<file path="src/rtl/smb_pkg.sv">
package smb_pkg;
    localparam int BYTE_W = 8;

    typedef enum logic [3:0] {
        ST_IDLE,
        ST_DEV_ADDR,
        ST_DEV_ACK,
        ST_REG_ADDR,
        ST_REG_ACK,
        ST_WR_DATA,
        ST_WR_ACK,
        ST_RD_DATA,
        ST_RD_ACK,
        ST_WAIT_STOP
    } smb_state_e;

    // register pointer values decoded by the bank
    localparam logic [BYTE_W-1:0] REG_ROUTE = 8'h00;
    localparam logic [BYTE_W-1:0] REG_CTRL  = 8'h03;
    localparam logic [BYTE_W-1:0] REG_STAT  = 8'h04;

    localparam logic [BYTE_W-1:0] ROUTE_DEFAULT = 8'h00;
    localparam logic [BYTE_W-1:0] CTRL_DEFAULT  = 8'h0F;
endpackage

</file>
<file path="src/rtl/smb_line_filter.sv">
module smb_line_filter #(
    parameter int SYNC_STAGES = 2,
    parameter int FILT_LEN    = 3
) (
    input  logic clk,
    input  logic rst_n,
    input  logic line_in,
    output logic line_q
);
    logic [SYNC_STAGES-1:0] sync_q;
    logic [FILT_LEN-1:0]    win_q;

    // the filtered level follows the line only once FILT_LEN samples agree
    always_ff @(posedge clk or negedge rst_n) begin
        if (!rst_n) begin
            sync_q <= '1;
            win_q  <= '1;
            line_q <= 1'b1;
        end else begin
            sync_q <= {sync_q[SYNC_STAGES-2:0], line_in};
            win_q  <= {win_q[FILT_LEN-2:0], sync_q[SYNC_STAGES-1]};
            if (&win_q) begin
                line_q <= 1'b1;
            end else if (~|win_q) begin
                line_q <= 1'b0;
            end
        end
    end
endmodule

</file>
<file path="src/rtl/smb_cond_detect.sv">
module smb_cond_detect #(
    parameter int BUF_CYCLES  = 235,
    parameter int TOUT_CYCLES = 1500000
) (
    input  logic clk,
    input  logic rst_n,
    input  logic scl_f,
    input  logic sda_f,
    output logic start_p,
    output logic stop_p,
    output logic scl_rise,
    output logic scl_fall,
    output logic bus_idle,
    output logic tout_p
);
    localparam int BUF_W  = $clog2(BUF_CYCLES + 1);
    localparam int TOUT_W = $clog2(TOUT_CYCLES + 1);

    logic              scl_d, sda_d;
    logic [BUF_W-1:0]  hi_cnt;
    logic [TOUT_W-1:0] lo_cnt;

    always_ff @(posedge clk or negedge rst_n) begin
        if (!rst_n) begin
            scl_d <= 1'b1;
            sda_d <= 1'b1;
        end else begin
            scl_d <= scl_f;
            sda_d <= sda_f;
        end
    end

    assign scl_rise = scl_f & ~scl_d;
    assign scl_fall = ~scl_f & scl_d;
    assign start_p  = scl_f & scl_d & sda_d & ~sda_f;
    assign stop_p   = scl_f & scl_d & ~sda_d & sda_f;

    // bus free window: both lines high for BUF_CYCLES
    always_ff @(posedge clk or negedge rst_n) begin
        if (!rst_n) begin
            hi_cnt   <= '0;
            bus_idle <= 1'b0;
        end else if (!(scl_f && sda_f)) begin
            hi_cnt   <= '0;
            bus_idle <= 1'b0;
        end else if (hi_cnt == BUF_W'(BUF_CYCLES)) begin
            bus_idle <= 1'b1;
        end else begin
            hi_cnt <= hi_cnt + 1'b1;
        end
    end

    // clock-low timeout: one pulse, then saturate until SCL rises
    always_ff @(posedge clk or negedge rst_n) begin
        if (!rst_n) begin
            lo_cnt <= '0;
            tout_p <= 1'b0;
        end else begin
            tout_p <= 1'b0;
            if (scl_f) begin
                lo_cnt <= '0;
            end else if (lo_cnt != TOUT_W'(TOUT_CYCLES)) begin
                lo_cnt <= lo_cnt + 1'b1;
                if (lo_cnt == TOUT_W'(TOUT_CYCLES - 1)) begin
                    tout_p <= 1'b1;
                end
            end
        end
    end

    assert_idle_drops_R11: assert property (@(posedge clk) disable iff (!rst_n)
        (!scl_f || !sda_f) |=> !bus_idle);

    assert_tout_scl_low_R10: assert property (@(posedge clk) disable iff (!rst_n)
        tout_p |-> !scl_f);
endmodule

</file>
<file path="src/rtl/smb_reg_bank.sv">
module smb_reg_bank
    import smb_pkg::*;
#(
    parameter int LOS_W = 4
) (
    input  logic              clk,
    input  logic              rst_n,
    input  logic              mode_sel,
    input  logic              wr_en,
    input  logic [BYTE_W-1:0] wr_addr,
    input  logic [BYTE_W-1:0] wr_data,
    input  logic [BYTE_W-1:0] rd_addr,
    input  logic [LOS_W-1:0]  los_in,
    output logic [BYTE_W-1:0] rd_data,
    output logic [BYTE_W-1:0] route_q,
    output logic [BYTE_W-1:0] ctrl_q
);
    logic [2:0] mode_sync;
    logic       mode_chg;

    always_ff @(posedge clk or negedge rst_n) begin
        if (!rst_n) begin
            mode_sync <= '0;
        end else begin
            mode_sync <= {mode_sync[1:0], mode_sel};
        end
    end

    assign mode_chg = mode_sync[2] ^ mode_sync[1];

    always_ff @(posedge clk or negedge rst_n) begin
        if (!rst_n) begin
            route_q <= ROUTE_DEFAULT;
            ctrl_q  <= CTRL_DEFAULT;
        end else if (mode_chg) begin
            route_q <= ROUTE_DEFAULT;
            ctrl_q  <= CTRL_DEFAULT;
        end else if (wr_en) begin
            if (wr_addr == REG_ROUTE) begin
                route_q <= wr_data;
            end
            if (wr_addr == REG_CTRL) begin
                ctrl_q <= wr_data;
            end
        end
    end

    always_comb begin
        case (rd_addr)
            REG_ROUTE: rd_data = route_q;
            REG_CTRL:  rd_data = ctrl_q;
            REG_STAT:  rd_data = {{(BYTE_W-LOS_W){1'b0}}, los_in};
            default:   rd_data = '0;
        endcase
    end

    assert_mode_defaults_R8: assert property (@(posedge clk) disable iff (!rst_n)
        mode_chg |=> (route_q == ROUTE_DEFAULT && ctrl_q == CTRL_DEFAULT));

    assert_status_write_ignored_R6: assert property (@(posedge clk) disable iff (!rst_n)
        (wr_en && wr_addr == REG_STAT && !mode_chg) |=> ($stable(route_q) && $stable(ctrl_q)));

    assert_unmapped_write_ignored_R7: assert property (@(posedge clk) disable iff (!rst_n)
        (wr_en && wr_addr != REG_ROUTE && wr_addr != REG_CTRL && !mode_chg)
            |=> ($stable(route_q) && $stable(ctrl_q)));
endmodule

</file>
<file path="src/rtl/smb_reg_slave.sv">
module smb_reg_slave
    import smb_pkg::*;
#(
    parameter int         SYNC_STAGES = 2,
    parameter int         FILT_LEN    = 3,
    parameter int         BUF_CYCLES  = 235,
    parameter int         TOUT_CYCLES = 1500000,
    parameter int         FIXED_W     = 3,
    parameter logic [2:0] ADDR_FIXED  = 3'b101,
    parameter int         STRAP_W     = 4,
    parameter int         LOS_W       = 4
) (
    input  logic               clk,
    input  logic               rst_n,
    input  logic               mode_sel,
    input  logic [STRAP_W-1:0] addr_strap,
    input  logic [LOS_W-1:0]   los_status,
    input  logic               scl_in,
    input  logic               sda_in,
    output logic               sda_oe,
    output logic               bus_idle,
    output logic [BYTE_W-1:0]  route_cfg,
    output logic [BYTE_W-1:0]  ctrl_cfg
);
    localparam int DEV_W = FIXED_W + STRAP_W;
    localparam int CNT_W = $clog2(BYTE_W + 1);

    logic [1:0] raw_lines, filt_lines;
    logic       scl_f, sda_f;
    logic       start_p, stop_p, scl_rise, scl_fall, tout_p;

    assign raw_lines = {sda_in, scl_in};

    for (genvar g = 0; g < 2; g++) begin : g_line
        smb_line_filter #(
            .SYNC_STAGES(SYNC_STAGES),
            .FILT_LEN   (FILT_LEN)
        ) u_filt (
            .clk    (clk),
            .rst_n  (rst_n),
            .line_in(raw_lines[g]),
            .line_q (filt_lines[g])
        );
    end

    assign scl_f = filt_lines[0];
    assign sda_f = filt_lines[1];

    smb_cond_detect #(
        .BUF_CYCLES (BUF_CYCLES),
        .TOUT_CYCLES(TOUT_CYCLES)
    ) u_cond (
        .clk     (clk),
        .rst_n   (rst_n),
        .scl_f   (scl_f),
        .sda_f   (sda_f),
        .start_p (start_p),
        .stop_p  (stop_p),
        .scl_rise(scl_rise),
        .scl_fall(scl_fall),
        .bus_idle(bus_idle),
        .tout_p  (tout_p)
    );

    smb_state_e        state_q, state_d;
    logic [BYTE_W-1:0] shreg_q;
    logic [BYTE_W-1:0] ptr_q;
    logic [CNT_W-1:0]  bit_cnt_q;
    logic              rw_q;
    logic              oe_q;
    logic              wr_en_q;
    logic [BYTE_W-1:0] rd_data;
    logic              byte_done;
    logic              addr_hit;
    logic              rx_state;

    assign byte_done = (bit_cnt_q == CNT_W'(BYTE_W));
    assign addr_hit  = (shreg_q[BYTE_W-1:1] == {ADDR_FIXED, addr_strap});
    assign rx_state  = (state_q == ST_DEV_ADDR) || (state_q == ST_REG_ADDR) ||
                       (state_q == ST_WR_DATA);

    // state register
    always_ff @(posedge clk or negedge rst_n) begin
        if (!rst_n) begin
            state_q <= ST_IDLE;
        end else begin
            state_q <= state_d;
        end
    end

    // next state
    always_comb begin
        state_d = state_q;
        if (tout_p || stop_p) begin
            state_d = ST_IDLE;
        end else if (start_p) begin
            state_d = ST_DEV_ADDR;
        end else if (scl_fall) begin
            unique case (state_q)
                ST_DEV_ADDR: if (byte_done) state_d = addr_hit ? ST_DEV_ACK : ST_WAIT_STOP;
                ST_DEV_ACK:  state_d = rw_q ? ST_RD_DATA : ST_REG_ADDR;
                ST_REG_ADDR: if (byte_done) state_d = ST_REG_ACK;
                ST_REG_ACK:  state_d = ST_WR_DATA;
                ST_WR_DATA:  if (byte_done) state_d = ST_WR_ACK;
                ST_WR_ACK:   state_d = ST_WAIT_STOP;
                ST_RD_DATA:  if (byte_done) state_d = ST_RD_ACK;
                ST_RD_ACK:   state_d = ST_WAIT_STOP;
                default:     state_d = state_q;
            endcase
        end
    end

    // datapath and pad output
    always_ff @(posedge clk or negedge rst_n) begin
        if (!rst_n) begin
            shreg_q   <= '0;
            ptr_q     <= '0;
            bit_cnt_q <= '0;
            rw_q      <= 1'b0;
            oe_q      <= 1'b0;
            wr_en_q   <= 1'b0;
        end else begin
            wr_en_q <= 1'b0;
            if (tout_p || stop_p || start_p) begin
                oe_q      <= 1'b0;
                bit_cnt_q <= '0;
            end else begin
                if (scl_rise && !byte_done) begin
                    if (rx_state) begin
                        shreg_q   <= {shreg_q[BYTE_W-2:0], sda_f};
                        bit_cnt_q <= bit_cnt_q + 1'b1;
                    end else if (state_q == ST_RD_DATA) begin
                        bit_cnt_q <= bit_cnt_q + 1'b1;
                    end
                end
                if (scl_fall) begin
                    case (state_q)
                        ST_DEV_ADDR: begin
                            if (byte_done) begin
                                rw_q <= shreg_q[0];
                                oe_q <= addr_hit;
                            end
                        end
                        ST_DEV_ACK: begin
                            bit_cnt_q <= '0;
                            if (rw_q) begin
                                shreg_q <= rd_data;
                                oe_q    <= ~rd_data[BYTE_W-1];
                            end else begin
                                oe_q <= 1'b0;
                            end
                        end
                        ST_REG_ADDR: begin
                            if (byte_done) begin
                                ptr_q <= shreg_q;
                                oe_q  <= 1'b1;
                            end
                        end
                        ST_REG_ACK: begin
                            oe_q      <= 1'b0;
                            bit_cnt_q <= '0;
                        end
                        ST_WR_DATA: begin
                            if (byte_done) begin
                                wr_en_q <= 1'b1;
                                oe_q    <= 1'b1;
                            end
                        end
                        ST_RD_DATA: begin
                            if (byte_done) begin
                                oe_q <= 1'b0;
                            end else begin
                                shreg_q <= {shreg_q[BYTE_W-2:0], 1'b0};
                                oe_q    <= ~shreg_q[BYTE_W-2];
                            end
                        end
                        default: oe_q <= 1'b0;
                    endcase
                end
            end
        end
    end

    assign sda_oe = oe_q;

    smb_reg_bank #(
        .LOS_W(LOS_W)
    ) u_bank (
        .clk     (clk),
        .rst_n   (rst_n),
        .mode_sel(mode_sel),
        .wr_en   (wr_en_q),
        .wr_addr (ptr_q),
        .wr_data (shreg_q),
        .rd_addr (ptr_q),
        .los_in  (los_status),
        .rd_data (rd_data),
        .route_q (route_cfg),
        .ctrl_q  (ctrl_cfg)
    );

    assert_sda_moves_scl_low_R9: assert property (@(posedge clk) disable iff (!rst_n)
        !$stable(oe_q) |-> !scl_f);

    assert_timeout_releases_R10: assert property (@(posedge clk) disable iff (!rst_n)
        tout_p |=> (state_q == ST_IDLE && !oe_q));

    assert_mismatch_no_ack_R1: assert property (@(posedge clk) disable iff (!rst_n)
        (state_q == ST_WAIT_STOP) |-> !oe_q);

    assert_write_acked_R2: assert property (@(posedge clk) disable iff (!rst_n)
        wr_en_q |-> (oe_q && state_q == ST_WR_ACK));

    assert_stop_to_idle_R12: assert property (@(posedge clk) disable iff (!rst_n)
        stop_p |=> (state_q == ST_IDLE));

    initial begin
        assert_dev_width_R1: assert (DEV_W == BYTE_W - 1);
    end
endmodule

</file>
<file path="config.mk">
export PLATFORM = sky130hd
export DESIGN_NAME = smb_reg_slave
export DESIGN_NICKNAME = d
export VERILOG_FILES = /design/src/rtl/smb_pkg.sv /design/src/rtl/smb_line_filter.sv /design/src/rtl/smb_cond_detect.sv /design/src/rtl/smb_reg_bank.sv /design/src/rtl/smb_reg_slave.sv
export SDC_FILE = /design/constraint.sdc
export NUM_CORES = 1
export LEC_CHECK = 0
export ABC_AREA = 1
export BUFFER_PORTS_ARGS = -buffer_cell sky130_fd_sc_hd__buf_2
export CAP_MARGIN = 20
export CORE_MARGIN = 3
export CORE_UTILIZATION = 40
export CTS_CLUSTER_SIZE = 8
export DETAILED_ROUTE_END_ITERATION = 7
export GPL_TIMING_DRIVEN = 0
export SYNTH_ARGS = -nofsm -noshare
export SYNTH_HDL_FRONTEND = slang
export SYNTH_SLANG_ARGS = --single-unit
export TNS_END_PERCENT = 50
</file>
<file path="constraint.sdc">
create_clock -name clk -period 1.7 [get_ports clk]
set_input_delay 0.34 -clock clk [delete_from_list [all_inputs] [get_ports clk]]
set_output_delay 0.34 -clock clk [all_outputs]
set_load 0.02 [all_outputs]
</file>
Word-level counts from Yosys, hierarchy flattened:

Index checks and enable logic that the tools add are counted.

* equality and inequality tests: 25
* muxes and demuxes: 53
* reductions and logical operators: 28
* bitwise logic cells: 15
* add/subtract/negate cells: 3

Operator list (count)
* 8-bit two-way mux: 13
* 4-bit two-way mux: 14
* 21-bit two-way mux: 2
* 4-bit one-hot mux with 7 select lines: 1
* 8-bit one-hot mux with 3 select lines: 1
* 21-bit by 1-bit adder with 21-bit output (second input constant): 1
* 21-bit == test (second input constant): 1
* 21-bit != test (second input constant): 1
* 1-bit two-way mux: 19
* 4-bit by 3-bit == test with 1-bit output (second input constant): 4
* 8-bit one-hot mux with 2 select lines: 1
* 4-bit by 3-bit != test with 1-bit output (second input constant): 3
* 2-bit nonzero test: 5
* 3-bit AND reduction: 3
* 9-bit nonzero test: 1
* 8-bit by 1-bit adder with 8-bit output (second input constant): 1
* 4-bit by 2-bit == test with 1-bit output (second input constant): 2
* 4-bit == test (second input constant): 2
* 8-bit by 2-bit == test with 1-bit output (second input constant): 1
* 8-bit by 3-bit == test with 1-bit output (second input constant): 1
* 8-bit == test (second input constant): 1
* 8-bit logical NOT: 1
* 4-bit AND reduction: 2
* 1-bit AND: 7
* other kinds (20): 36

* register bits after elaboration: 91
* output and inout port bits: 18

Depth between registers and ports, before layout:

Gate-level depths: netlist of the first run.

* word-level depth: 8
* depth in mapped cells: 13
* gate-level depth less buffers: 12

Hierarchy:

A second synthesis of the first run with hierarchy kept.

* cell total of the unflattened synthesis: 709
* area, all modules: 5233.8 µm²

By module, submodules not included
* smb_cond_detect: times used 1, area an instance 1890.6 µm², seq. area each 828.3 µm², cells an instance 256
* smb_reg_slave: times used 1, area an instance 1784.2 µm², seq. area each 675.6 µm², cells an instance 269
* smb_reg_bank: times used 1, area an instance 1181.1 µm², seq. area each 480.5 µm², cells an instance 156
* smb_line_filter: times used 2, area an instance 188.9 µm², seq. area each 157.7 µm², cells an instance 14

Worst setup path before layout of the first run:

No wires, ideal clock.

* path kind: flip-flop to flip-flop
* from: reg bit_cnt_q[0]
* to: reg shreg_q[1]
* arrival time: 1476 ps
* setup time: 119 ps
* setup slack: 105 ps
* stages on the path, launching flop included: 13
* clock period less this slack: 1595 ps
* data required time: 1581 ps
* buffers on the path: 1
* cell sequence: dfrtp_1 > inv_1 > ha_1 > nand2_1 > nor2_4 > nor2_8 > nand2_4 > buf_6 > nand2_1 > o211ai_1 > nand3_1 > nand2_1 > nand2_1

* longest elaborated chain between the ends: 7
* elaborated cells between the ends (all ways): 8
* classes of those cells: eq/ne: 1; mux: 5; reduce/logical: 2

Ends and longest elaborated chain
* from (decl): RTL line smb_reg_slave.sv:68 `logic [CNT_W-1:0] bit_cnt_q;`
* from (signal assigned): RTL line smb_reg_slave.sv:131 `bit_cnt_q <= bit_cnt_q + 1'b1;`
* from (signal assigned): RTL line smb_reg_slave.sv:133 `bit_cnt_q <= bit_cnt_q + 1'b1;`
* 4-bit == test (*): RTL line smb_reg_slave.sv:77 `assign byte_done = (bit_cnt_q == CNT_W'(BYTE_W));`
* 1-bit logical NOT: RTL line smb_reg_slave.sv:128 `if (scl_rise && !byte_done) begin`
* 1-bit logical AND: RTL line smb_reg_slave.sv:128
* 8-bit two-way mux: RTL line smb_reg_slave.sv:128
* 8-bit two-way mux, on equally long branches: RTL line smb_reg_slave.sv:170, smb_reg_slave.sv:146
* 8-bit one-hot mux with 2 select lines: RTL line smb_reg_slave.sv:137 `case (state_q)`
* 8-bit two-way mux (*): RTL line smb_reg_slave.sv:136 `if (scl_fall) begin`
* to (signal assigned): RTL line smb_reg_slave.sv:130 `shreg_q <= {shreg_q[BYTE_W-2:0], sda_f};`
* to (signal assigned): RTL line smb_reg_slave.sv:147 `shreg_q <= rd_data;`
* to (signal assigned): RTL line smb_reg_slave.sv:173 `shreg_q <= {shreg_q[BYTE_W-2:0], 1'b0};`
* to (decl): RTL line smb_reg_slave.sv:66 `logic [BYTE_W-1:0] shreg_q;`

Mark *: on every way between the ends. The rest lies on a longest branch, timed or not.
A chain may end at the register's enable or synchronous reset.

Worst setup path in the final report of the first run:

* from: reg g_line[0].u_filt.line_q
* to: reg state_q[2]

* longest elaborated chain between the ends: 6
* elaborated cells between the ends (all ways): 17
* classes of those cells: eq/ne: 4; mux: 2; bitwise: 7; reduce/logical: 4

Ends and longest elaborated chain
* from (decl): RTL line smb_line_filter.sv:8 `output logic line_q`
* from (signal assigned): RTL line smb_line_filter.sv:18 `line_q <= 1'b1;`
* from (signal assigned): RTL line smb_line_filter.sv:23 `line_q <= 1'b1;`
* from (signal assigned): RTL line smb_line_filter.sv:25 `line_q <= 1'b0;`
* 1-bit AND: RTL line smb_cond_detect.sv:35, smb_cond_detect.sv:36
* 1-bit AND (2 in series): RTL line smb_cond_detect.sv:36 `assign stop_p = scl_f & scl_d & ~sda_d & sda_f;`
* 1-bit logical OR: RTL line smb_reg_slave.sv:94 `if (tout_p || stop_p) begin`
* 9-bit nonzero test (no source line) (tied with other cells)
* 6-bit AND reduction (no source line)
* to (signal assigned): RTL line smb_reg_slave.sv:87 `state_q <= state_d;`
* to (decl): RTL line smb_reg_slave.sv:65 `smb_state_e state_q, state_d;`

Several ways; a longest one is shown, not always the timed one.

==> run_results.csv, run 1 <==
group,metric,value,unit
run_status,status,"complete, no violations",
floorplanning,floorplan.initialDensity,41.19,%
pwr,p_leak,0.002967,uW
pwr,p_per_area,1173,nW/um^2
drt,wl_per_cell,13.91,um
placement,port_buffers,30,
floorplanning,die-width,117.7,um
clock_tree,cts.clk_slew.worst_paths,0.06,ns
clock_tree,insertion_delay,0.34,ns
logic_synthesis,yosys_warnings,0,
pwr,pwr-share-clk,27.8,%
drt,routed_via_density,5.033,
floorplanning,die-area,13850,um^2
floorplanning,core_area,12110,um^2
timing,skew,0.01158,ns
placement,gp_congestion,0.8913,
global_route,antenna_found_initial,0,
drt,final_antenna_net_count,0,
placement,dp.final_hpwl,8855,um
logic_synthesis,syn_inst,643,
worst_setup_path,slowest_stage,"dfstp_2",
layout,final_layout_size_suffix_gt1_share,24.69,%
clock_tree,cts_tree,"built",
global_route,grt_max_degree,70,
floorplanning,die_h,117.7,um
worst_setup_path,required,1.91,ns
drt,drc,0,
layout,nNetsFinal,734,
logic_synthesis,synth_fp_nets,661,
placement,pre_cts_ws,-0.1415,ns
timing,fin_crit_sh,99.66,%
pwr,switching_share,37.18,%
floorplanning,ioPinCount,31,
timing,hold_viol,0,
drt,num_vias,4474,
timing,setup_viol,0,
clock_tree,numCtsBuffers,9,
global_route,grt_pass1_wl,21000,um
timing,rsz0062_at_grt,"yes",
layout,fin_area,6143,um^2
pwr,peakVddDrop,829.2,uV
worst_setup_path,worstReg2RegStart,"g_line[0].u_filt.line_q",
clock_tree,cts.sinks,91,
pwr,power_frac_comb,32.3,%
worst_setup_path,cp_max_fo,6,
timing,worst_slew_pin_slew,0.4263,ns
pwr,total_power,7207,uW
worst_setup_path,path_cells,"buf_6 > nand4_1 > nand3_4 > nor2_1 > nor2_2 > o21ai_4 > nand2_1 > o21ai_0",
layout,syn2layout_area_growth,23.15,%
drt,drtIter0Drc,350,
worst_setup_path,worstPathArrival,1.91,ns
clock_tree,cts-htree-levels,3,
logic_synthesis,synth-seq-cells,91,
job,drv_cap,0,
worst_setup_path,crit_type,"flip-flop to flip-flop",
timing,fin_ws,0.005713,ns
worst_setup_path,cpPeakStageDelay,0.60,ns
pwr,intPower,4528,uW
timing,fmax,0.5902,GHz
timing,tns,0,ns
logic_synthesis,seq_area_frac_synth,46.10,%
hold_path,hp-start,"scl_in",
global_route,overflow,0,
placement,dpl_cell_area,5379,um^2
clock_tree,clk_path_buf_depth,2,
timing,finalCriticalPeriod,1.694,ns
clock_tree,cts-root-buf,"clkbuf_16",
logic_synthesis,post_synth_instance_area,4989,um^2
logic_synthesis,avgSynthCellArea,7.758,um^2
layout,final_core_util,50.72,%
global_route,grt_use_total,18.33,%
timing,final-max-slew-violation-count,0,
floorplanning,row_count,40,
logic_synthesis,synth.distinct_cells,41,
worst_setup_path,cp-startpoint,"g_line[0].u_filt.line_q",
drt,drt-total-wl,12360,um
drt,drtPass1Iterations,7,
layout,diodes,0,
worst_setup_path,start_kind,"flip-flop",
timing,max_slew_margin,71.48,%
pwr,switching_power,2679,uW
pwr,seqPwrFrac,39.9,%
global_route,grt_pass1_vias,4322,
worst_setup_path,end_kind,"flip-flop",
hold_path,hp-class,"input port to flip-flop",
[logic make-up (layout without fill, tap and decap cells)]
family,after synthesis,after routing,synth area share (%)
and+or+nand+nor,364,364,33.53
DFF,91,91,46.10
AOI/OAI and AO/OA,89,89,10.56
buffers and inverters,85,163,6.973
xor gates and xnor gates,9,9,1.580
adders and majority gates,5,5,1.254
[power groups by stage]
| stage | clock [uW] | sequential, uW | combinational [uW] |
|---|---|---|---|
| detailed placement | 0 | 2910 | 1970 |
| global route | 2150 | 2920 | 2630 |
| floorplan | 0 | 2870 | 1380 |
| global placement | 0 | 2900 | 1910 |
| CTS | 2050 | 2860 | 2050 |
| finish | 2000 | 2870 | 2330 |
[worst max-delay path, delay by kind of cell, from the launching register on]
family,cells,cell delay [ns]
AO/OA/AOI/OAI,2,0.18
buffers and inverters,1,0.12
flip-flops,1,0.60
AND/OR/NAND/NOR,5,0.67
[layout by cell type, fill, tap and decap left out, types with 7 or more instances in the layout]
master	n
nand2_1	165
dfrtp_1	73
inv_1	68
nor2_1	59
nand3_1	48
o21ai_0	34
buf_2	31
buf_4	25
nor3_1	24
a21oi_1	22
dfstp_2	18
o21ai_2	13
nand2_2	12
nand2_4	11
clkbuf_16	11
nand4_1	9
inv_2	8
xor2_1	8
nor2_4	7
nor2_2	7
[flip-flops by register name (all words and copies together) (netlist names)]
register              cells
u_bank.mode_sync          3
g_line.u_filt.win_q       6
g_line.u_filt.line_q      2
bit_cnt_q                 4
state_q                   4
u_bank.route_q            8
u_cond.bus_idle           1
rw_q                      1
u_bank.ctrl_q             8
sda_oe                    1
g_line.u_filt.sync_q      4
shreg_q                   8
u_cond.hi_cnt             8
u_cond.scl_d              1
u_cond.sda_d              1
wr_en_q                   1
u_cond.tout_p             1
ptr_q                     8
u_cond.lo_cnt            21
[stage by stage]
step	cells	hold WS, ns
after CTS	868	0.08513
after global placement	841	0.3362
after detailed placement	842	0.2712
after floorplan	643	0.04441
after global routing	889	0.08921
final	889	0.09593
[worst paths after layout]
check	to	cells after the start	slack [ns]
hold reg to reg	u_bank.mode_sync[1]	0	0.35
max in group asynchronous	g_line[1].u_filt.sync_q[0]	3	0.57
setup / recovery	state_q[2]	8	0.006
min in group asynchronous	u_bank.route_q[1]	2	0.44
hold / removal	g_line[0].u_filt.sync_q[0]	1	0.1
setup reg to reg	state_q[2]	8	0.006
[synth_stat cells]
master	instances	area, um^2
a21oi_1	24	120.1
or2_4	1	8.760
a21boi_1	4	30.03
buf_2	2	10.01
nand2_4	3	33.78
nand2_1	180	675.7
xnor2_1	1	8.760
inv_2	3	11.26
and3_1	2	12.51
nand3b_1	2	15.01
o211ai_1	2	15.01
ha_1	5	62.56
o21ai_1	1	5.000
nor3_2	1	10.01
buf_6	3	33.78
o211a_1	1	10.01
o31ai_1	2	15.01
nand4_1	9	56.30
nor2_1	65	244.0
nand3_1	53	265.3
buf_1	1	3.750
o21ai_0	39	195.2
nand3_4	1	17.52
inv_1	75	281.5
dfstp_2	18	473.0
xor2_1	8	70.07
dfrtp_1	73	1827
nor2_8	2	40.04
buf_4	1	7.510
o22ai_1	1	6.260
o21ai_2	13	113.9
nor3_1	24	120.1
or2_2	2	12.51
nor2_2	3	18.77
nor2_4	5	56.30
nor3b_1	2	15.01
o21a_1	1	7.510
nor4_1	3	18.77
a21oi_2	1	8.760
nand2_2	5	31.28
nand4_4	1	21.27
[layout make-up]
type | count | area (um^2)
Sequential cell | 91 | 2300
Fill cell | 1172 | 5968
Inverter | 78 | 297.8
Buffer | 7 | 71.32
Tap cell | 168 | 210.2
Multi-Input combinational cell | 467 | 2506
Clock inverter | 2 | 38.79
Timing Repair Buffer | 62 | 465.4
Clock buffer | 14 | 254.0
[routing by layer]
layer  part of all wire, %  global-route usage (%)
met4                   1.3                   5.788
met2                    49                   30.36
met5                     0                       0
met1                    45                   24.26
met3                   5.1                   3.652
[repair_timing]
item	in CTS	in global routing
setup buffers	9	20
pin swaps	4	25
endpoints found under the setup margin	35	46
hold buffers	1	0
gates cloned	0	2
gates resized for setup	8	59
endpoints found under the hold margin	18	0
(Power assumes the default switching activity.)
==> inputs of run 2 (changes only) <==
--- a/config.mk
+++ b/config.mk
@@ -12,7 +12,7 @@
 export CORE_UTILIZATION = 40
 export CTS_CLUSTER_SIZE = 8
 export DETAILED_ROUTE_END_ITERATION = 7
-export GPL_TIMING_DRIVEN = 0
+export SLEW_MARGIN = 15
 export SYNTH_ARGS = -nofsm -noshare
 export SYNTH_HDL_FRONTEND = slang
 export SYNTH_SLANG_ARGS = --single-unit
==> run 2 against run 1 <==
Non-clock buffer count down 1. Worst setup slack better by 0.028 ns. Maximum frequency up 1.7%. Cell area down 1.6%. Global-route usage down 0.38 points. Wire length down 0.89%. Clock power down 3%. Combinational power about the same. Sequential power about the same. Critical path type unchanged. Highest routed layer unchanged.
==> run_results.csv, run 2 (synthesis gave the netlist of run 1 again) <==
group,metric,value,unit
global_route,grt_pass1_wl,20380,um
floorplanning,row_count,40,
layout,final_core_util,49.91,%
floorplanning,floorplan.initialDensity,41.19,%
layout,largest_register_ffs,21,
pwr,p_leak,0.002902,uW
run_status,status,"complete, no violations",
worst_setup_path,worstReg2RegStart,"ptr_q[1]",
timing,fin_crit_sh,97.99,%
floorplanning,die-area,13850,um^2
placement,post-place-cells,857,
worst_setup_path,cp-startpoint,"ptr_q[1]",
pwr,total_power,7095,uW
layout,nNetsFinal,736,
global_route,grt_use_total,17.94,%
job,drv_cap,0,
worst_setup_path,end_kind,"flip-flop",
timing,fin_ws,0.03417,ns
floorplanning,die-width,117.7,um
clock_tree,numCtsBuffers,9,
timing,tns,0,ns
drt,num_vias,4499,
drt,drtIter0Drc,244,
worst_setup_path,required,1.92,ns
drt,routed_via_density,5.049,
drt,wl_per_cell,13.75,um
timing,rsz0062_at_grt,"yes",
global_route,grt_max_degree,32,
pwr,p_per_area,1174,nW/um^2
floorplanning,die_h,117.7,um
clock_tree,cts-root-buf,"clkbuf_16",
clock_tree,cts_tree,"built",
worst_setup_path,worstPathArrival,1.89,ns
worst_setup_path,start_kind,"flip-flop",
placement,gp_congestion,0.9139,
drt,drt-total-wl,12250,um
drt,drtPass1Iterations,5,
global_route,antenna_found_initial,0,
global_route,grt.met2_usage,30.00,%
clock_tree,insertion_delay,0.34,ns
placement,port_buffers,30,
worst_setup_path,cp_max_fo,6,
hold_path,hp-start,"sda_in",
layout,final_cells,891,
timing,finalCriticalPeriod,1.666,ns
timing,max_slew_margin,61.45,%
timing,worst_slew_pin_slew,0.5782,ns
floorplanning,core_area,12110,um^2
floorplanning,ioPinCount,31,
layout,mostFrequentLayoutCells,"nand2_1 (171), dfrtp_1 (70), inv_1 (69)",
layout,syn2layout_area_growth,21.17,%
layout,final_layout_size_suffix_gt1_share,24.20,%
timing,skew,0.005946,ns
global_route,overflow,0,
layout,diodes,0,
global_route,busiest_layer,"met2",
clock_tree,clk_path_buf_depth,2,
timing,hold_viol,0,
drt,drc,0,
layout,final_common_cell,"nand2_1",
placement,pre_cts_ws,-0.01546,ns
pwr,peakVddDrop,413.0,uV
timing,setup_viol,0,
hold_path,hp-class,"input port to flip-flop",
timing,final-max-slew-violation-count,0,
layout,regMostFlops,"u_cond.lo_cnt",
clock_tree,cts-htree-levels,3,
timing,fmax,0.6003,GHz
global_route,grt_pass1_vias,4368,
worst_setup_path,crit_type,"flip-flop to flip-flop",
placement,dp.final_hpwl,8933,um
clock_tree,cts.sinks,91,
clock_tree,cts.clk_slew.worst_paths,0.07,ns
global_route,use_met1,22.35,%
global_route,grtUsageMet3,3.220,%
drt,final_antenna_net_count,0,
[run 2: cell count changes in the layout (fill, tap and decap cells not counted), moves of 3 or more]
cell      before  now
nand3_1       48   51
nand2_1      165  171
nand3_2        5    2
dfrtp_1       73   70
buf_8          3    0
clkbuf_1       4    0
buf_4         25   35
dfrtp_2        0    3
nand2_4       11    4
buf_6          5    1
[run 2: cell type report]
cell class | count | area, um^2
Clock buffer | 11 | 252.7
Multi-Input combinational cell | 469 | 2470
Tap cell | 168 | 210.2
Inverter | 78 | 296.5
Timing Repair Buffer | 68 | 469.2
Timing Repair inverter | 1 | 7.507
Fill cell | 1168 | 6067
Sequential cell | 91 | 2303
Clock inverter | 5 | 35.03
[run 2: worst max-delay path, cell delays in order (launching register included)]
cell,delay (ns)
dfrtp_1,0.37
buf_4,0.15
nor2_4,0.11
nand2_1,0.07
nor2_2,0.14
buf_6,0.12
nand2_1,0.07
nand2_2,0.15
clkinvlp_4,0.19
nand2_1,0.09
o21ai_0,0.08
[run 2: through the flow]
stage	instance area [um^2]	hold slack [ns]
finish	6045	0.09092
global placement	5494	0.3217
detailed placement	5494	0.3264
global route	6045	0.07751
CTS	5828	0.07729
floorplan	4989	0.04441
[run 2: final timing paths]
kind / to / slack (ns) / cells after the start
min reg2reg: u_bank.mode_sync[1] / 0.35 / 0
min in group asynchronous: u_bank.mode_sync[0] / 0.49 / 2
max: u_bank.route_q[1] / 0.03 / 10
max in group asynchronous: u_bank.ctrl_q[1] / 0.58 / 3
max reg2reg: u_bank.route_q[1] / 0.03 / 10
min: g_line[1].u_filt.sync_q[0] / 0.09 / 1
[run 2: where the power goes]
group          switching [uW]  internal (uW)
combinational            1490            805
clock                     851           1080
sequential                374           2490
[run 2: layer usage]
metal,up-vias,share of wire (%)
met5,-,0
met4,0,3.0
met3,26,4.1
met2,122,48
met1,2110,45
li1,2241,-
[run 2: timing repair]
| item | CTS | global route |
|---|---|---|
| pin swaps | 1 | 16 |
| gates resized for setup | 5 | 38 |
| endpoints found under the hold margin | 28 | 0 |
| endpoints found under the setup margin | 5 | 31 |
| cloned | 1 | 2 |
| hold buffers | 1 | 0 |
| setup buffers | 0 | 14 |
==> inputs of run 3 (changes only) <==
--- a/config.mk
+++ b/config.mk
@@ -5,7 +5,6 @@
 export SDC_FILE = /design/constraint.sdc
 export NUM_CORES = 1
 export LEC_CHECK = 0
-export ABC_AREA = 1
 export BUFFER_PORTS_ARGS = -buffer_cell sky130_fd_sc_hd__buf_2
 export CAP_MARGIN = 20
 export CORE_MARGIN = 3
==> run 3 against run 2 <==
The flow now finishes with violations (negative setup slack). Synthesized cell count is 33% lower. Wire length is 9.5% lower. Combinational power is 9.1% lower. Worst setup slack worse by 0.14 ns. Critical path type unchanged.
==> run_results.csv, run 3 <==
group,metric,value,unit
floorplanning,die_h,112.2,um
timing,skew,0.01281,ns
timing,finalCriticalPeriod,1.801,ns
worst_setup_path,start_kind,"flip-flop",
logic_synthesis,synth-seq-cells,91,
job,drv_cap,0,
clock_tree,cts-root-buf,"clkbuf_16",
layout,final_layout_size_suffix_gt1_share,39.02,%
pwr,p_per_area,1121,nW/um^2
logic_synthesis,post_synth_instance_area,4508,um^2
pwr,total_power,6782,uW
timing,final-max-slew-violation-count,0,
drt,drt-total-wl,11090,um
floorplanning,die-area,12580,um^2
drt,wl_per_cell,16.05,um
drt,drtIter0Drc,179,
placement,gp_congestion,0.9062,
global_route,grt_pass1_wl,18570,um
floorplanning,row_count,38,
drt,final_antenna_net_count,0,
worst_setup_path,rrSetupSlack,-0.10,ns
pwr,peakVddDrop,504.7,uV
logic_synthesis,ys.flop_type,"dfrtp_1",
drt,drc,0,
clock_tree,clk_path_buf_depth,2,
clock_tree,cts_tree,"built",
global_route,grt_pass1_vias,3857,
pwr,intPower,4701,uW
layout,final_common_cell,"buf_4",
global_route,antenna_found_initial,0,
layout,syn2layout_area_growth,34.22,%
pwr,p_leak,0.002743,uW
clock_tree,numCtsBuffers,9,
timing,setup_viol,15,
worst_setup_path,worstReg2RegStart,"bit_cnt_q[0]",
worst_setup_path,cp-startpoint,"bit_cnt_q[0]",
global_route,overflow,0,
timing,fin_ws,-0.1014,ns
layout,diodes,0,
hold_path,hp-class,"input port to flip-flop",
pwr,seqPwrFrac,38.4,%
worst_setup_path,end_kind,"flip-flop",
floorplanning,ioPinCount,31,
timing,hold_viol,0,
hold_path,hp-start,"sda_in",
timing,hold_ws,0.09004,ns
layout,largest_register_ffs,21,
worst_setup_path,crit_type,"flip-flop to flip-flop",
logic_synthesis,avgSynthCellArea,10.44,um^2
logic_synthesis,synth_edf_count,0,
placement,dp.final_hpwl,7429,um
global_route,grt_max_degree,49,
logic_synthesis,synth_top_area_share,40.52,%
timing,max_slew_margin,72.52,%
logic_synthesis,yosys_warnings,0,
logic_synthesis,synth_top_area_cell,"dfrtp_1",
logic_synthesis,synth_fp_nets,450,
run_status,violations,"negative setup slack",
clock_tree,cts.clk_slew.worst_paths,0.06,ns
timing,rsz0062_at_grt,"yes",
clock_tree,insertion_delay,0.35,ns
drt,drtPass1Iterations,4,
layout,final_core_util,55.33,%
clock_tree,cts-htree-levels,3,
run_status,status,"finished, violations left",
timing,fin_crit_sh,106.0,%
pwr,switching_power,2082,uW
layout,nNetsFinal,564,
logic_synthesis,async_reset_ff_share,100.0,%
logic_synthesis,post-synth-top-count-cell,"dfrtp_1",
logic_synthesis,synth.distinct_cells,61,
pwr,power_frac_comb,30.8,%
logic_synthesis,syn_inst,432,
pwr,switching_share,30.69,%
logic_synthesis,yosys-top-cells-count,"dfrtp_1 (73), nor2_1 (49), nand2_1 (30)",
timing,worst_slew_pin_slew,0.4108,ns
layout,mostFrequentLayoutCells,"buf_4 (78), dfrtp_1 (69), nor2_1 (47)",
worst_setup_path,required,1.93,ns
worst_setup_path,cp_max_fo,5,
global_route,grt_use_total,18.00,%
drt,num_vias,3738,
clock_tree,cts.sinks,91,
drt,routed_via_density,5.410,
pwr,pwr-share-clk,30.8,%
logic_synthesis,synth.area.top_cells,"dfrtp_1 (41%), dfstp_2 (10%), nor2_1 (4.1%)",
floorplanning,floorplan.initialDensity,41.22,%
logic_synthesis,seq_area_frac_synth,51.01,%
floorplanning,core_area,10940,um^2
layout,fill_cells,937,
placement,port_buffers,30,
worst_setup_path,worstPathArrival,2.03,ns
layout,regMostFlops,"u_cond.lo_cnt",
timing,fmax,0.5551,GHz
floorplanning,die-width,112.2,um
==> run 3: changes by cell type after synthesis, moves of 18 or more <==
| cell | previous run | this run |
|---|---|---|
| inv_1 | 75 | 14 |
| o21ai_0 | 39 | 19 |
| nand2_1 | 180 | 30 |
| mux2i_1 | 0 | 18 |
| nand3_1 | 53 | 23 |
==> run 3: final timing paths <==
path                                              end  cells after the start
setup / recovery                             ptr_q[3]                      6
hold / removal             g_line[1].u_filt.sync_q[0]                      1
setup reg to reg                             ptr_q[3]                      6
hold reg to reg                   u_bank.mode_sync[1]                      0
max in group asynchronous                u_cond.scl_d                      3
min in group asynchronous           u_bank.route_q[2]                      3
==> run 3: cells by family (layout without fill, tap and decap cells) <==
kind of cell    count (synthesis)  count (layout)  share of synthesized area [%]
buf+inv                        29             147                          2.637
flops                          91              91                          51.01
xor+xnor                       31              31                          6.023
compound gates                 75              75                          10.96
fa+ha+maj                       5               5                          1.388
simple gates                  170             171                          20.15
mux                            31              31                          7.827
==> run 3: timing repair <==
action,4_1_cts,5_1_grt
hold buffers,1,0
gates resized for setup,29,33
setup buffers,14,6
setup endpoints to repair,38,47
gates cloned,1,0
pin swaps,10,8
endpoints found under the hold margin,60,0
==> run 3: area by class of cell <==
| cell class | count | area, um^2 | share of cell area (%) |
|---|---|---|---|
| tap | 140 | 175.2 | 2.895 |
| sequential | 91 | 2305 | 38.09 |
| clock buffer | 13 | 240.2 | 3.970 |
| timing repair buffer | 117 | 859.6 | 14.21 |
| multi-input combinational | 313 | 2354 | 38.90 |
| clock inverter | 3 | 65.06 | 1.075 |
| inverter | 14 | 52.55 | 0.8685 |
==> run 3: per-layer routing <==
layer | global-route usage [%] | wire (um) | vias up
li1 | - | - | 1782
met1 | 24.09 | 4931 | 1863
met2 | 29.16 | 5465 | 76
met3 | 3.342 | 493 | 17
met4 | 6.891 | 201 | 0
met5 | 0 | 0 | -
==> run 3: power by group through the flow <==
stage	clock [uW]	combinational, uW	sequential [uW]
2_1_floorplan	0	896	2610
3_3_place_gp	0	1620	2650
3_5_place_dp	0	1640	2650
4_1_cts	2140	1920	2590
5_1_grt	2220	2260	2630
6_report	2090	2090	2600
==> run 3: worst max-delay path, cell delays in order, from the launching register on <==
cell and delay (ns):
dfrtp_1 0.39, inv_2 0.08, ha_4 0.13, and3b_2 0.20, nand2_2 0.07, or4_4 0.49, mux2_4 0.32
==> run 3: stage by stage <==
step	instance area, um^2	setup TNS, ns	setup slack, ns	instances
after detailed placement	5341	-2.624	-0.1723	654
after global routing	6051	-2.447	-0.1742	691
after CTS	5888	-1.010	-0.1077	686
final	6051	-0.8003	-0.1014	691
after floorplan	4543	-2.275	-0.2630	432
after global placement	5341	-1.830	-0.1447	654
